**src/rtl/cbs_pkg.sv**
```systemverilog
package cbs_pkg;
  localparam int CR_W_DEF  = 32;
  localparam int FLD_W_DEF = 4;
  localparam int RES_W_DEF = 64;

  typedef enum logic [1:0] {
    VAR_PLAIN   = 2'b00,
    VAR_REV     = 2'b01,
    VAR_NEG     = 2'b10,
    VAR_NEG_REV = 2'b11
  } cbs_var_e;
endpackage

```
**src/rtl/cbs_fld_sel.sv**
```systemverilog
module cbs_fld_sel #(
  parameter int CR_W      = 32,
  parameter int FLD_W     = 4,
  localparam int NUM_FLD   = CR_W / FLD_W,
  localparam int FLD_IDX_W = $clog2(NUM_FLD),
  localparam int BIT_W     = $clog2(FLD_W)
) (
  input  logic [CR_W-1:0]      cr_i,
  input  logic [FLD_IDX_W-1:0] fld_idx_i,
  input  logic [BIT_W-1:0]     sub_idx_i,
  output logic                 bit_o
);
  localparam logic [FLD_W-1:0] TOP_MASK = {1'b1, {(FLD_W-1){1'b0}}};

  logic [FLD_W-1:0] fld [NUM_FLD];
  logic [FLD_W-1:0] fld_sel;
  logic [FLD_W-1:0] mask;

  // field 0 is the most significant nibble
  for (genvar k = 0; k < NUM_FLD; k++) begin : g_fld
    assign fld[k] = cr_i[CR_W-1-k*FLD_W -: FLD_W];
  end

  assign fld_sel = fld[fld_idx_i];
  assign mask    = TOP_MASK >> sub_idx_i;
  assign bit_o   = |(fld_sel & mask);
endmodule

```
**src/rtl/cbs_res_gen.sv**
```systemverilog
module cbs_res_gen
  import cbs_pkg::*;
#(
  parameter int RES_W = 64
) (
  input  logic             bit_i,
  input  logic             neg_i,
  input  logic             rev_i,
  output logic [RES_W-1:0] res_o
);
  cbs_var_e var_sel;
  logic     hit;

  assign var_sel = cbs_var_e'({neg_i, rev_i});

  always_comb begin
    hit = bit_i;
    unique case (var_sel)
      VAR_PLAIN:   hit = bit_i;
      VAR_REV:     hit = ~bit_i;
      VAR_NEG:     hit = bit_i;
      VAR_NEG_REV: hit = ~bit_i;
      default:     hit = bit_i;
    endcase
  end

  always_comb begin
    if (neg_i) res_o = {RES_W{hit}};                  // two's-complement of 0/1
    else       res_o = {{(RES_W-1){1'b0}}, hit};
  end
endmodule

```
**src/rtl/cbs_setter.sv**
```systemverilog
module cbs_setter
  import cbs_pkg::*;
#(
  parameter int CR_W  = CR_W_DEF,
  parameter int FLD_W = FLD_W_DEF,
  parameter int RES_W = RES_W_DEF,
  localparam int IDX_W = $clog2(CR_W),
  localparam int BIT_W = $clog2(FLD_W)
) (
  input  logic             clk_i,
  input  logic             rst_ni,
  input  logic             req_i,
  input  logic             en_i,
  input  logic [CR_W-1:0]  cr_i,
  input  logic [IDX_W-1:0] bit_idx_i,
  input  logic             neg_i,
  input  logic             rev_i,
  output logic [RES_W-1:0] res_o,
  output logic             wr_en_o,
  output logic             illegal_o,
  output logic             valid_o
);
  logic             sel_bit;
  logic [RES_W-1:0] res_d;
  logic             do_wr;
  logic             do_ill;

  cbs_fld_sel #(
    .CR_W  (CR_W),
    .FLD_W (FLD_W)
  ) u_fld_sel (
    .cr_i      (cr_i),
    .fld_idx_i (bit_idx_i[IDX_W-1:BIT_W]),
    .sub_idx_i (bit_idx_i[BIT_W-1:0]),
    .bit_o     (sel_bit)
  );

  cbs_res_gen #(
    .RES_W (RES_W)
  ) u_res_gen (
    .bit_i (sel_bit),
    .neg_i (neg_i),
    .rev_i (rev_i),
    .res_o (res_d)
  );

  assign do_wr  = req_i & en_i;
  assign do_ill = req_i & ~en_i;

  always_ff @(posedge clk_i or negedge rst_ni) begin
    if (!rst_ni) begin
      res_o     <= '0;
      wr_en_o   <= 1'b0;
      illegal_o <= 1'b0;
      valid_o   <= 1'b0;
    end else begin
      res_o     <= do_wr ? res_d : '0;
      wr_en_o   <= do_wr;
      illegal_o <= do_ill;
      valid_o   <= req_i;
    end
  end
endmodule

```
**config.mk**
```make
export PLATFORM = sky130hd
export DESIGN_NAME = cbs_setter
export DESIGN_NICKNAME = d
export VERILOG_FILES = /design/src/rtl/cbs_pkg.sv /design/src/rtl/cbs_fld_sel.sv /design/src/rtl/cbs_res_gen.sv /design/src/rtl/cbs_setter.sv
export SDC_FILE = /design/constraint.sdc
export NUM_CORES = 1
export LEC_CHECK = 0
export BUFFER_PORTS_ARGS = -buffer_cell sky130_fd_sc_hd__buf_2
export CAP_MARGIN = 15
export CORE_ASPECT_RATIO = 1.2
export CORE_MARGIN = 2
export CORE_UTILIZATION = 47
export CTS_BUF_LIST = sky130_fd_sc_hd__clkbuf_16
export CTS_CLUSTER_SIZE = 30
export DETAILED_ROUTE_END_ITERATION = 8
export GPL_ROUTABILITY_DRIVEN = 0
export PLACE_DENSITY = 0.84
export SLEW_MARGIN = 30
export SYNTH_ARGS = -nofsm -noshare
export SYNTH_HDL_FRONTEND = slang
export SYNTH_HIERARCHICAL = 1
export SYNTH_SLANG_ARGS = --single-unit
```
**constraint.sdc**
```tcl
create_clock -name clk_i -period 0.8 [get_ports clk_i]
set_input_delay 0.08 -clock clk_i [delete_from_list [all_inputs] [get_ports clk_i]]
set_output_delay 0.08 -clock clk_i [all_outputs]
set_load 0.01 [all_outputs]
```
==> metrics.yaml <==
drtIter0Drc: 56
drc_errors: 0
cp_max_fo: 34
syn_nets: 296
ant_nets: 0
htreeDepth: 3
wl_per_cell_um: 11.9
critical_path.slowest_cell: "a311o_1"
critical-path-top-delay-family: "simple AND/OR/NAND/NOR gates"
rsz0062_at_grt: "true"
hold_viol: 0
hpwl_um: 3370
path_class: "in -> reg"
rows: 32
grt_pass1_wl_um: 7740
p_per_area_nw_per_um2: 2190
cp_num_buf_inv: 4
worst_pin_slew_ns: 0.323
holdWs_ns: 0.108
core-area_um2: 6330
cap_violations: 0
start_util: 0.477
numCtsBuffers: 9
cp-start-kind: "input pin"
clk_pin_slew_worst_paths_ns: 0.05
antennaDiodeCount: 0
grt_max_degree: 68
grtUsageTotal: 0.141
fmax_mhz: 635
hold_class: "in -> reg"
syn_area_um2: 3020
synth_seq_area_share: 0.556
first_pass_iters: 4
fin_setup_tns_ns: -52.33
syn_avg_cell_area_um2: 11.9
grt_pass1_vias: 1763
cp_slowest_stage_delay_ns: 0.27
die_area_um2: 7080
crit_chain: "buf_8 -> buf_12 -> buf_4 -> mux2i_1 -> nand2_1 -> nand3_1 -> nand2_1 -> a311o_1 -> xor2_1 -> and2_4 -> buf_12 -> and3_1"
area_growth_pct: 19.4
cp.arrival_ns: 1.82
wl_met2_um: 2670
setup_viol_count_final: 131
synth.top_cell.area_share: 0.556
period_share: 1.97
wl_met1_um: 1670
pre_cts_slack_ns: -1.15
via_count: 1835
leakage_nw: 2.22
clock-root-buffer: "clkbuf_16"
cts.sinks: 67
final_area_um2: 3600
io_buffers: 109
synth_area_leader_cell: "dfrtp_1"
die_x_um: 77.2
multiInputGateArea_um2: 746
grt_overflow: 0
drv_slew: 0
ir_worst_vdd_mv: 0.977
die_y_um: 91.8
violations: "setup timing"
ys_types: 21
highest_layer: "met4"
post-route-min-period_ns: 1.57
final_nets: 353
worst_slack_ns: -0.774
synthTopCellsByArea: "dfrtp_1 56%, buf_4 17%, and3_1 13%, mux2i_1 5.3%, buf_6 2.6%"
fillCellCount: 549
end_kind: "register"
totalWireLength_um: 4770
final_layout_size_suffix_gt1_frac: 0.460
wl_met3_um: 325
placed_cell_area_um2: 3230
ys_warn_count: 6
seqCellArea_um2: 1680
antenna_found_initial: 0
slew_headroom: 0.785
status: "complete, but fails checks"
ys_ff_latch: 67
vias_per_cell: 4.59
tritoncts: "done"
io_pins: 110
crit_required_ns: 1.04
clockBufferDepth: 2
syn-instance-count: 253
[layer usage]
| metal | GRT usage | vias up |
|---|---|---|
| met1 | 0.139 | 837 |
| met5 | 0 | - |
| met4 | 0.0938 | 0 |
| li1 | - | 907 |
| met3 | 0.0276 | 9 |
| met2 | 0.264 | 82 |
[cell usage after synthesis, drive strengths merged]
library cell	n
a21oi	3
clkbuf	4
nor2b	2
mux2i	16
dfrtp	67
nand3	2
nor2	1
and2b	1
and2	3
a22oi	4
and3	64
nand4b	1
nand2b	1
nand2	6
buf	75
a311o	1
xor2	1
a211oi	1
[stage by stage]
stage	util	total power (W)	instances
after floorplan	-	0.00467	253
after global placement	0.510	0.00456	379
after detailed placement	0.510	0.00459	379
after CTS	0.565	0.00796	399
after global routing	0.569	0.00826	400
final	0.569	0.00788	400
[area by class of cell]
class	instances	share of cell area
clock buffers	9	0.0625
clock inverters	7	0.0104
well taps	85	0.0295
repair buffers	125	0.225
flip-flops and latches	67	0.465
multi-input cells	107	0.207
[worst paths after layout]
path | startpoint | to | slack (ns) | cells past startpoint
min in group asynchronous | rst_ni | res_o[32] | 0.31 | 3
max in group asynchronous | rst_ni | res_o[54] | 0.23 | 3
hold / removal | req_i | valid_o | 0.11 | 2
setup / recovery | bit_idx_i[2] | res_o[48] | -0.77 | 12
[power breakdown]
group | switching [W] | leakage [nW] | internal (W)
combinational | 0.000517 | 1.17 | 0.000503
sequential | 0.0000386 | 0.915 | 0.00354
clock | 0.00123 | 0.134 | 0.00205
[cell usage in the layout, fill, tap and decap left out, drive strengths merged]
master | Yosys | layout
nand2b | 1 | 1
and2 | 3 | 3
xor2 | 1 | 1
nand3 | 2 | 2
a311o | 1 | 1
dfrtp | 67 | 67
nor2b | 2 | 2
a211oi | 1 | 1
nor2 | 1 | 1
mux2i | 16 | 16
and3 | 64 | 64
buf | 75 | 124
and2b | 1 | 1
a21oi | 3 | 3
inv | 0 | 2
clkbuf | 4 | 9
nand2 | 6 | 6
clkinvlp | 0 | 2
nand4b | 1 | 1
a22oi | 4 | 4
dlygate4sd3 | 0 | 1
clkinv | 0 | 3
[cell families (layout without fill, tap and decap cells)]
| family | after synthesis | after routing | synth area share |
|---|---|---|---|
| buffers and inverters | 79 | 141 | 0.204 |
| xor gates and xnor gates | 1 | 1 | 0.00290 |
| muxes | 16 | 16 | 0.0531 |
| DFF | 67 | 67 | 0.556 |
| and+or+nand+nor | 81 | 81 | 0.163 |
| AOI/OAI and AO/OA | 9 | 9 | 0.0207 |
[what timing repair did]
action / in CTS / in global routing
resized for setup: 16 / 3
cloned: 1 / 0
setup endpoints to repair: 131 / 131
pin swaps: 2 / 2
hold buffers: 1 / 0
buffers inserted: 3 / 2
hold endpoints to repair: 67 / 0
[sequential cells by signal (all words and copies together) (netlist names)]
name       flops
res_o         64
illegal_o      1
valid_o        1
wr_en_o        1
Power figures use the tool's default switching activity.
